==> src/rtl/core_irq_pkg.sv <==
package core_irq_pkg;

  localparam int NUM_SRC = 3;
  localparam int CODE_W  = 4;

  // Source index order: 0 software, 1 timer, 2 external
  typedef enum logic [1:0] {
    SRC_NONE = 2'd0,
    SRC_SW   = 2'd1,
    SRC_TMR  = 2'd2,
    SRC_EXT  = 2'd3
  } srcSel_e;

  typedef struct packed {
    logic    loadCause;
    srcSel_e winSel;
    logic    wrEnable;
    logic    wrPending;
  } ctrlStrb_t;

  // Cause code and enable bit position of source idx: 1, 5, 9
  function automatic int srcCode(input int idx);
    return 1 + 4 * idx;
  endfunction

endpackage

==> src/rtl/core_irq_dp.sv <==
module core_irq_dp
  import core_irq_pkg::*;
#(
  parameter int XLEN = 32
) (
  input  logic                 clk,
  input  logic                 rstN,
  input  ctrlStrb_t            strb,
  input  logic [XLEN-1:0]      regWrData,
  input  logic                 regSel,
  input  logic                 swLine,
  input  logic                 tmrLine,
  input  logic                 extLine,
  output logic [NUM_SRC-1:0]   actVec,
  output logic [XLEN-1:0]      regRdData,
  output logic [XLEN-1:0]      causeOut
);

  localparam int SW_POS = srcCode(0);

  logic [NUM_SRC-1:0] enBits;
  logic [NUM_SRC-1:0] pendVec;
  logic               swPend;
  logic [XLEN-1:0]    enWord;
  logic [XLEN-1:0]    pendWord;
  logic               unusedWrBits;

  genvar gi;
  generate
    for (gi = 0; gi < NUM_SRC; gi++) begin : g_en
      localparam int POS = srcCode(gi);
      always_ff @(posedge clk) begin
        if (!rstN)
          enBits[gi] <= 1'b0;
        else if (strb.wrEnable)
          enBits[gi] <= regWrData[POS];
      end
    end
  endgenerate

  always_ff @(posedge clk) begin
    if (!rstN)
      swPend <= 1'b0;
    else if (swLine)
      swPend <= 1'b1;
    else if (strb.wrPending)
      swPend <= regWrData[SW_POS];
  end

  assign pendVec = {extLine, tmrLine, swPend};
  assign actVec  = pendVec & enBits;

  always_comb begin
    enWord   = '0;
    pendWord = '0;
    for (int i = 0; i < NUM_SRC; i++) begin
      enWord[srcCode(i)]   = enBits[i];
      pendWord[srcCode(i)] = pendVec[i];
    end
  end

  assign regRdData = regSel ? pendWord : enWord;

  function automatic logic [XLEN-1:0] encodeCause(input srcSel_e sel);
    logic [CODE_W-1:0] code;
    case (sel)
      SRC_SW:  code = 4'd1;
      SRC_TMR: code = 4'd5;
      SRC_EXT: code = 4'd9;
      default: code = 4'd0;
    endcase
    if (sel == SRC_NONE)
      return '0;
    return {1'b1, {(XLEN-1-CODE_W){1'b0}}, code};
  endfunction

  always_ff @(posedge clk) begin
    if (!rstN)
      causeOut <= '0;
    else if (strb.loadCause)
      causeOut <= encodeCause(strb.winSel);
  end

  assign unusedWrBits = ^regWrData;

endmodule

==> src/rtl/core_irq_ctrl.sv <==
module core_irq_ctrl
  import core_irq_pkg::*;
(
  input  logic               clk,
  input  logic               rstN,
  input  logic [NUM_SRC-1:0] actVec,
  input  logic               globalEn,
  input  logic               regWrEn,
  input  logic               regSel,
  output ctrlStrb_t          strb,
  output logic               irqReq
);

  srcSel_e heldSel;
  srcSel_e winner;
  logic    heldActive;
  logic    keep;
  logic    irqNext;

  // Rank: external, then software, then timer
  always_comb begin
    if (actVec[2])      winner = SRC_EXT;
    else if (actVec[0]) winner = SRC_SW;
    else if (actVec[1]) winner = SRC_TMR;
    else                winner = SRC_NONE;
  end

  always_comb begin
    case (heldSel)
      SRC_SW:  heldActive = actVec[0];
      SRC_TMR: heldActive = actVec[1];
      SRC_EXT: heldActive = actVec[2];
      default: heldActive = 1'b0;
    endcase
  end

  assign keep    = irqReq && heldActive && globalEn;
  assign irqNext = (|actVec) && globalEn && !(irqReq && !heldActive);

  assign strb.loadCause = !keep;
  assign strb.winSel    = winner;
  assign strb.wrEnable  = regWrEn && !regSel;
  assign strb.wrPending = regWrEn && regSel;

  always_ff @(posedge clk) begin
    if (!rstN) begin
      irqReq  <= 1'b0;
      heldSel <= SRC_NONE;
    end else begin
      irqReq <= irqNext;
      if (!keep)
        heldSel <= winner;
    end
  end

endmodule

==> src/rtl/core_irq_cause.sv <==
module core_irq_cause
  import core_irq_pkg::*;
#(
  parameter int XLEN = 32
) (
  input  logic            clk,
  input  logic            rstN,
  input  logic            swLine,
  input  logic            tmrLine,
  input  logic            extLine,
  input  logic            globalEn,
  input  logic            regWrEn,
  input  logic            regSel,
  input  logic [XLEN-1:0] regWrData,
  output logic [XLEN-1:0] regRdData,
  output logic            irqReq,
  output logic [XLEN-1:0] causeOut
);

  ctrlStrb_t          strb;
  logic [NUM_SRC-1:0] actVec;

  core_irq_ctrl u_ctrl (
    .clk      (clk),
    .rstN     (rstN),
    .actVec   (actVec),
    .globalEn (globalEn),
    .regWrEn  (regWrEn),
    .regSel   (regSel),
    .strb     (strb),
    .irqReq   (irqReq)
  );

  core_irq_dp #(.XLEN(XLEN)) u_dp (
    .clk       (clk),
    .rstN      (rstN),
    .strb      (strb),
    .regWrData (regWrData),
    .regSel    (regSel),
    .swLine    (swLine),
    .tmrLine   (tmrLine),
    .extLine   (extLine),
    .actVec    (actVec),
    .regRdData (regRdData),
    .causeOut  (causeOut)
  );

endmodule

==> config.mk <==
export PLATFORM = sky130hd
export DESIGN_NAME = core_irq_cause
export DESIGN_NICKNAME = d
export VERILOG_FILES = /design/src/rtl/core_irq_pkg.sv /design/src/rtl/core_irq_dp.sv /design/src/rtl/core_irq_ctrl.sv /design/src/rtl/core_irq_cause.sv
export SDC_FILE = /design/constraint.sdc
export NUM_CORES = 1
export LEC_CHECK = 0
export BUFFER_PORTS_ARGS = -buffer_cell sky130_fd_sc_hd__buf_2
export CORE_UTILIZATION = 37
export DETAILED_ROUTE_END_ITERATION = 8
export GPL_TIMING_DRIVEN = 0
export PLACE_DENSITY = 0.95
export SLEW_MARGIN = 40
export SYNTH_ARGS = -nofsm -noshare
export SYNTH_HDL_FRONTEND = slang
export SYNTH_SLANG_ARGS = --single-unit
==> constraint.sdc <==
create_clock -name clk -period 2.1 [get_ports clk]
set_input_delay 0.105 -clock clk [delete_from_list [all_inputs] [get_ports clk]]
set_output_delay 0.105 -clock clk [all_outputs]
set_load 0.1 [all_outputs]
Word level (Yosys, flattened, before mapping)
Index checks and enable logic that the tools add are counted.

operators by class
  equal/unequal tests = 6
  multiplexer cells = 13
  bitwise operators = 1
  reductions and logical operators = 13

operators by type and width
  kind                                                              number
  32-bit two-way mux                                                2
  4-bit case mux with 3 select lines                                1
  10-bit two-way mux                                                1
  2-bit == test (second input constant)                             4
  1-bit logical AND                                                 7
  2-bit two-way mux                                                 3
  1-bit two-way mux                                                 5
  2-bit by 1-bit == test with 1-bit output (second input constant)  2
  3-bit bitwise AND                                                 1
  1-bit zero test                                                   3
  1-bit case mux with 3 select lines                                1
  3-bit OR reduction                                                1
  2-bit zero test                                                   1
  2-bit nonzero test                                                1

word-level totals
  register bits = 39
  input bits = 40
  output and inout bits = 65

Depth between registers and ports, before layout
Gate-level depths: netlist (run 1).

  depth after elaboration = 9
  depth in mapped cells = 3
  depth with buffers taken out = 3

Hierarchy
Synthesis (run 1) repeated with hierarchy kept, for this count alone.

second synthesis, totals
  cells, all modules = 111
  area total of the unflattened synthesis = 953.4 um^2

by module, submodules not included
  module         times used  cells each  area each (um^2)
  core_irq_dp    1           89          753.2
  core_irq_ctrl  1           22          200.2

Worst setup path before layout (run 1)
No wires, ideal clock.

  path type = register -> register
  start point = register u_ctrl.irqReq
  end point = register u_ctrl.heldSel[1]
  library setup time = 0.116 ns
  arrival = 1.670 ns
  slack = 0.314 ns
  stages on the path, launching flop included = 4
  path buffers = 0
  clock period less this slack = 1.786 ns
  cells stage by stage = dfxtp_1 nand2_1 or3_1 o211a_1

on the way
  longest elaborated chain between the ends = 2

RTL lines
  item                            RTL line             text
  start, declared                 core_irq_ctrl.sv:11  output logic irqReq
  start signal, assigned          core_irq_ctrl.sv:50  irqReq <= irqNext;
  1-bit logical AND (2 in a row)  core_irq_ctrl.sv:37  assign keep = irqReq && heldActive && globalEn;
  end signal, assigned            core_irq_ctrl.sv:52  heldSel <= winner;
  end, declared                   core_irq_ctrl.sv:14  srcSel_e heldSel;

Every way passes these cells.
A chain may end at the register's enable or synchronous reset.

Worst setup path in the final report (run 1)
  start point = register u_dp.enBits[2]
  end point = output port regRdData[9]

on the way
  longest elaborated chain between the ends = 1

RTL lines
  item                             RTL line              text
  start, declared                  core_irq_dp.sv:21     logic [NUM_SRC-1:0] enBits;
  start signal, assigned by index  core_irq_dp.sv:36     enBits[gi] <= regWrData[POS];
  10-bit two-way mux               core_irq_dp.sv:62     assign regRdData = regSel ? pendWord : enWord;
  end, declared                    core_irq_cause.sv:15  output logic [XLEN-1:0] regRdData,

Every way passes these cells.

==> out/metrics.cfg, run 1 <==
[place]
place_area_mm2=0.001294
portBuffers=18
gp_congestion=0.7069
place_inst=216
hpwl_um=1346

[cts]
cts_buffer_depth=2
cts.sinks=10
cts_buffers=3
postCtsSetupBuffers=0
cts_tree=done
cts.repair.resized=0
clock_latency_ns=0.27
root_buffer=clkbuf_4
ctsHtreeMaxLevel=1
clkTransAtPathRegs_ns=0.07
cts_hold_buf=0

[sta]
rsz0062_at_grt=no
timing.hold.ws_ns=0.04754
period_share_pct=67.63
final.min_clock_period_ns=1.420
hold_viol=0
finalSetupTns_ns=0
fin_worst_skew_ns=0.001761
setup_viol=0
drv_slew=0
fmax_ghz=0.7041

[synthesis]
synth-compound-area-share_pct=10.99
yosys_warnings=0
synth_most_common_cell=buf_4
synth_area_leaders=buf_4 (46%), dfxtp_1 (21%), mux2_1 (4.7%)
muxShareOfSynthArea_pct=7.853
synth-xor-area-share_pct=0
synthCells=112
yosys_most_used_dff=dfxtp_1
seq_area_frac_synth_pct=20.94
synth_top_family_by_area=buffers and inverters
synth_top_area_share_pct=45.55
synth_largest_area_cell=buf_4
netlist_area_um2=955.9
yosys.area_share.simple_pct=13.48
synthAdderAreaFrac_pct=0
synth_seq_cells=10
synth_common_cells=buf_4 (58), dfxtp_1 (10), nand2_1 (8)
ys_async_sr_fraction_pct=0
syn_area_per_cell_um2=8.535
synth.distinct_cells=27
synth-edff-count=0

[global_route]
grt_remaining_overflow=0
grt_max_degree=11
grt_pass1_wl_um=2601
grt_pass1_vias=628
grt.total_usage_pct=12.92
antenna_found_initial=0

[critical_path]
cpMaxStageDelayCell=dfxtp_1
path_buf_inv=1
ff2ff_path_depth=3
critical_path.cell_chain=mux2_1 -> buf_2
worstPathMaxFanout=7
arrival_ns=1.32
crit_required_ns=2.00
endpoint_kind=output port
path_depth=2
max_stage_delay_ns=0.45
path_class=flip-flop to output port
startpoint_type=flip-flop
path_delay_family=flip-flops

[route]
detail_route.wirelength_um=1625
drtIter0Drc=11
num_vias=806
wl_per_cell_um=7.386
ant_nets=0
first_pass_iters=3
via_per_inst=3.664
remaining_drc_errors=0

[final_layout]
utilization_pct=54.18
drive_above_1_share_pct=43.16
nNetsFinal=231
synthToLayoutAreaGrowth_pct=39.14
final_area_mm2=0.001330
finalNonFillerCells=220
diodes=0
nFillCells=226

[floorplan]
die_x_um=52.83
core_mm2=0.002455
die-area_mm2=0.002791
pin_count=105
start_util_pct=38.94
fp-row-count=18
die_y_um=52.83

[worst_hold_path]
holdPathStages=2
hold_class=input port to flip-flop

[run]
cap_violations=0

[outcome]
status=completed

[power_and_ir_drop]
p_leak_nw=0.8231
cellPowerDensity_mw_per_mm2=763.8
vdd_drop_max_mv=0.4324

-- where the power goes --
group	internal, W	switching (W)
combinational	0.000100	0.000533
clock	0.000105	0.0000693
sequential	0.000198	0.0000103
total	0.000403	0.000613
-- cell usage in the layout (no fill, tap or decap), drive strengths merged, types with 2 or more instances in the layout --
cell / count
mux2: 4
clkbuf: 5
nor2b: 4
nand4: 3
mux2i: 3
conb: 57
nand4b: 2
dfxtp: 10
nand2: 8
a21oi: 2
a22o: 2
buf: 76
-- state kept, by name, summed over array words and instances, names as in the netlist --
name	cells
u_dp.swPend	1
u_ctrl.irqReq	1
u_dp.enBits	3
u_ctrl.heldSel	2
u_dp.causeOut	3
-- stage by stage --
step | power, W | worst slack [ns]
3_3_place_gp | 0.0008394 | 0.9328
6_report | 0.001016 | 0.6798
5_1_grt | 0.001050 | 0.6159
2_1_floorplan | 0.0008153 | 0.3138
4_1_cts | 0.001016 | 0.6839
3_5_place_dp | 0.0008410 | 0.9152
-- final timing paths --
kind / slack [ns] / end / from
min reg2reg: 0.50 / u_dp.causeOut[0] / u_dp.causeOut[0]
max reg2reg: 0.90 / u_ctrl.heldSel[1] / u_dp.enBits[0]
min: 0.05 / u_dp.swPend / swLine
max: 0.68 / regRdData[9] / u_dp.enBits[2]
-- final cells by class --
type	instances	area [um^2]	area share, %
multi-input cells	98	523.0	39.32
clock buffers	4	36.28	2.728
well taps	30	37.54	2.822
flip-flops and latches	10	200.2	15.05
repair buffers	18	90.09	6.773
plain buffers	59	439.2	33.02
inverters	1	3.754	0.2822
-- layer usage --
metal	vias up	track usage [%]	part of all wire, %
met5	-	0	0
met4	0	7.895	2.1
met3	4	3.478	7.7
met2	35	24.47	56
met1	349	12.01	34
li1	418	-	-
-- logic make-up after synthesis --
| family | Yosys count |
|---|---|
| buf+inv | 60 |
| simple gates | 21 |
| compound gates | 13 |
| flops | 10 |
| mux | 7 |
| other cells | 1 |
-- worst register-to-register path: cells and delay by family, from the launching register on --
family,cells,cell delay (ns)
and+or+nand+nor,2,0.53
AOI/OAI and AO/OA,1,0.13
DFF,1,0.44
No activity file was read; power rests on OpenSTA's default activity.
==> run 2: changes to the inputs <==
--- a/config.mk
+++ b/config.mk
@@ -6,10 +6,10 @@
 export NUM_CORES = 1
 export LEC_CHECK = 0
 export BUFFER_PORTS_ARGS = -buffer_cell sky130_fd_sc_hd__buf_2
-export CORE_UTILIZATION = 37
+export CORE_UTILIZATION = 31
 export DETAILED_ROUTE_END_ITERATION = 8
 export GPL_TIMING_DRIVEN = 0
-export PLACE_DENSITY = 0.95
+export PLACE_DENSITY = 0.88
 export SLEW_MARGIN = 40
 export SYNTH_ARGS = -nofsm -noshare
 export SYNTH_HDL_FRONTEND = slang
==> constraint.sdc (replaced) <==
create_clock -name clk -period 1.25 [get_ports clk]
set_input_delay 0.0625 -clock clk [delete_from_list [all_inputs] [get_ports clk]]
set_output_delay 0.0625 -clock clk [all_outputs]
set_load 0.1 [all_outputs]
==> out/metrics.cfg, run 2 (synthesized netlist as in run 1, its figures left out) <==
[sta]
fmax_ghz=0.8336
fin_worst_skew_ns=0.003326
fin_ws_ns=0.05042
final.min_clock_period_ns=1.200
rsz0062_at_grt=yes
period_share_pct=95.97
finalSetupTns_ns=0
hold_viol=0
setup_viol=0
drv_slew=0

[cts]
postCtsSetupBuffers=0
cts_tree=done
root_buffer=clkbuf_4
ctsHtreeMaxLevel=1
clock_latency_ns=0.27
cts_buffers=3
cts_buffer_depth=2
cts.sinks=10
clkTransAtPathRegs_ns=0.07

[final_layout]
synthToLayoutAreaGrowth_pct=43.19
final_common_cell=buf_4
multi_input_area_um2=523.0
final_area_mm2=0.001369
finalNonFillerCells=222
top_regs=u_dp.causeOut (3), u_dp.enBits (3), u_ctrl.heldSel (2)
utilization_pct=48.39
nFillCells=274
seq_area_um2=212.7
diodes=0
final_cell_mix=buf_4 (59), conb_1 (57), buf_2 (15), nand2_1 (8), dfxtp_2 (7)
nNetsFinal=232
drive_above_1_share_pct=47.12

[place]
portBuffers=18
hpwl_um=1384
place_inst=217
place_area_mm2=0.001303
gp_congestion=0.7167
dp_slack_ns=0.08025

[floorplan]
die-area_mm2=0.003310
die_x_um=57.53
fp-row-count=19
start_util_pct=33.79
die_y_um=57.53
pin_count=105
core_mm2=0.002829

[route]
ant_nets=0
via_per_inst=3.559
first_pass_iters=6
num_vias=790
wl_per_cell_um=7.617
detail_route.wirelength_um=1691
drtIter0Drc=20
remaining_drc_errors=7

[critical_path]
path_buf_inv=1
path_class=flip-flop to output port
worstPathMaxFanout=5
path_delay_family=flip-flops
max_stage_delay_ns=0.35
endpoint_kind=output port
cpMaxStageDelayCell=dfxtp_2
arrival_ns=1.14
startpoint_type=flip-flop
crit_required_ns=1.19
critical_path.cell_chain=mux2_1 -> buf_6

[worst_hold_path]
hold_class=input port to flip-flop

[power_and_ir_drop]
cellPowerDensity_mw_per_mm2=1262
pwr-share-seq_pct=20.3
power_switching_w=0.001040
p_leak_nw=0.8341
vdd_drop_max_mv=0.4452
clkPwrFrac_pct=17.4
pwr-share-comb_pct=62.3
swShare_pct=60.21
p_int_w=0.0006873

[outcome]
status=finished with violations
violations=DRC

[global_route]
grt.total_usage_pct=10.49
grt_pass1_wl_um=2608
grt_remaining_overflow=0
grt_max_degree=11
grt_pass1_vias=623
antenna_found_initial=0

[run]
cap_violations=0

[run 2: cell count changes in the layout (fill, tap and decap cells not counted), sizes merged]
cell         change
dlygate4sd3      +1
[run 2: final cells by class]
type	count	share of cell area (%)
multi-input cells	98	38.21
inverters	1	0.2742
well taps	31	2.834
flip-flops and latches	10	15.54
repair buffers	19	8.409
clock buffers	4	2.651
plain buffers	59	32.08
[run 2: layer usage]
layer,global-route usage [%],up-vias,routed length (um)
met1,9.669,324,557
met3,2.041,4,171
met4,8.362,0,48
met5,0,-,0
li1,-,420,-
met2,19.77,42,912
[run 2: stage by stage]
| stage | hold slack (ns) | total power [W] |
|---|---|---|
| 5_1_grt | 0.04050 | 0.001774 |
| 3_5_place_dp | 0.2844 | 0.001413 |
| 2_1_floorplan | 0.1774 | 0.001369 |
| 6_report | 0.02565 | 0.001727 |
| 4_1_cts | 0.02288 | 0.001725 |
| 3_3_place_gp | 0.2823 | 0.001410 |
[run 2: path summary, 6_finish.rpt]
kind,slack [ns],end,startpoint,cells past startpoint
max reg2reg,0.09,u_ctrl.heldSel[1],u_ctrl.heldSel[0],3
max,0.05,regRdData[1],u_dp.swPend,2
min,0.03,u_ctrl.irqReq,globalEn,3
min reg2reg,0.45,u_ctrl.irqReq,u_ctrl.irqReq,1
[run 2: repair_timing]
| item | 4_1_cts | 5_1_grt |
|---|---|---|
| setup endpoints to repair | 3 | 5 |
| hold buffers | 1 | 0 |
| hold endpoints to repair | 1 | 0 |
| pin swaps | 0 | 1 |
| resized for setup | 5 | 4 |
[run 2: tightest hold or removal path, cell delays in order]
cell and delay (ns):
buf_2 0.11, inv_1 0.06, a211oi_2 0.03
[run 2: power groups by stage]
| stage | Clock [W] | Sequential (W) | Combinational, W |
|---|---|---|---|
| 2_1_floorplan | 0 | 0.000380 | 0.000989 |
| 3_3_place_gp | 0 | 0.000354 | 0.00106 |
| 3_5_place_dp | 0 | 0.000355 | 0.00106 |
| 4_1_cts | 0.000307 | 0.000348 | 0.00107 |
| 5_1_grt | 0.000319 | 0.000353 | 0.00110 |
| 6_report | 0.000301 | 0.000350 | 0.00108 |
==> run 3: changes to the inputs <==
==> constraint.sdc (replaced) <==
create_clock -name clk -period 1 [get_ports clk]
set_input_delay 0.05 -clock clk [delete_from_list [all_inputs] [get_ports clk]]
set_output_delay 0.05 -clock clk [all_outputs]
set_load 0.1 [all_outputs]
==> out/metrics.cfg, run 3 (synthesized netlist as in run 1, its figures left out) <==
[power_and_ir_drop]
p_int_w=0.0008165
cellPowerDensity_mw_per_mm2=1427
power_switching_w=0.001310
pwr-share-comb_pct=66.0
swShare_pct=61.61
vdd_drop_max_mv=0.6189
p_leak_nw=0.8832
pwr-share-seq_pct=20.2
clkPwrFrac_pct=13.9

[sta]
final.min_clock_period_ns=1.150
fin_worst_skew_ns=0.009406
setup_viol=9
period_share_pct=115.0
fin_ws_ns=-0.1500
fmax_ghz=0.8695
drv_slew=0
timing.hold.ws_ns=0.04566
rsz0062_at_grt=yes
hold_viol=0

[global_route]
grt_pass1_wl_um=2766
grt.total_usage_pct=11.05
grt_max_degree=11
grt_remaining_overflow=0
grt_pass1_vias=624
antenna_found_initial=0

[final_layout]
nFillCells=282
nNetsFinal=236
diodes=0
final_cell_mix=buf_4 (65), conb_1 (57), buf_2 (10), nand2_1 (7), dfxtp_4 (6)
top_regs=u_dp.causeOut (3), u_dp.enBits (3), u_ctrl.heldSel (2)
seq_area_um2=227.7
drive_above_1_share_pct=51.79
multi_input_area_um2=550.5
utilization_pct=52.68
final_common_cell=buf_4
synthToLayoutAreaGrowth_pct=55.89

[floorplan]
die_x_um=57.53
fp-row-count=19
pin_count=105
die-area_mm2=0.003310
core_mm2=0.002829
die_y_um=57.53
start_util_pct=33.79

[worst_hold_path]
hold_class=input port to flip-flop

[route]
num_vias=805
detail_route.wirelength_um=1914
ant_nets=0
first_pass_iters=6
wl_per_cell_um=8.469
via_per_inst=3.562
remaining_drc_errors=6
drtIter0Drc=19

[critical_path]
arrival_ns=1.10
path_class=flip-flop to output port
startpoint_type=flip-flop
crit_required_ns=0.95
worstPathMaxFanout=5
endpoint_kind=output port

[run]
cap_violations=0

[outcome]
status=finished with violations
violations=DRC, setup timing

[cts]
ctsHtreeMaxLevel=1
root_buffer=clkbuf_4
clkTransAtPathRegs_ns=0.08
clock_latency_ns=0.27
cts_buffers=3
cts.sinks=10
cts_tree=done
cts_buffer_depth=2

[place]
portBuffers=18
hpwl_um=1461
gp_congestion=0.8109
dp_slack_ns=-0.2036

-- run 3: worst paths after layout --
kind              slack (ns)              start  cells after the start                 to
setup / recovery       -0.15     u_dp.enBits[0]                      2       regRdData[1]
hold reg to reg         0.49      u_ctrl.irqReq                      1      u_ctrl.irqReq
hold / removal          0.05           globalEn                      3      u_ctrl.irqReq
setup reg to reg       -0.14  u_ctrl.heldSel[1]                      3  u_ctrl.heldSel[1]
-- run 3: critical path: stages (launching register included) --
cell and delay (ns):
dfxtp_2 0.36, mux2_4 0.30, buf_12 0.17
-- run 3: layout make-up --
cell class / count / share of cell area (%)
Sequential cell: 10 / 15.28
Inverter: 1 / 0.2519
Timing Repair Buffer: 23 / 13.69
Multi-Input combinational cell: 98 / 36.94
Buffer: 59 / 29.47
Clock inverter: 1 / 0.2519
Tap cell: 31 / 2.603
Clock buffer: 3 / 1.511
-- run 3: routing by layer --
layer	wire length, um	vias up	track usage [%]	share of wire, %
li1	-	430	-	-
met1	721	325	12.29	38
met2	952	50	19.60	50
met3	240	0	5.442	13
met4	0	0	1.045	0
met5	0	-	0	0
-- run 3: metrics by stage --
step | instances | power [W] | setup TNS [ns] | area [um^2]
2_1_floorplan | 168 | 0.001712 | -0.2559 | 1192
3_3_place_gp | 217 | 0.001763 | -0.8899 | 1321
3_5_place_dp | 217 | 0.001769 | -1.011 | 1321
4_1_cts | 226 | 0.002110 | -1.013 | 1470
5_1_grt | 226 | 0.002196 | -1.535 | 1490
6_report | 226 | 0.002127 | -1.058 | 1490
-- run 3: what timing repair did --
| action | in CTS | in global routing |
|---|---|---|
| setup endpoints to repair | 14 | 10 |
| endpoints found under the hold margin | 1 | 0 |
| pin swaps | 2 | 0 |
| setup buffers | 4 | 0 |
| resized for setup | 28 | 5 |
| hold buffers | 1 | 0 |
-- run 3: power groups by stage --
stage / Sequential, W / Combinational, W / Clock, W
after floorplan: 0.000473 / 0.00124 / 0
after global placement: 0.000440 / 0.00132 / 0
after CTS: 0.000429 / 0.00138 / 0.000301
after detailed placement: 0.000442 / 0.00133 / 0
after global routing: 0.000432 / 0.00144 / 0.000326
final: 0.000429 / 0.00140 / 0.000295
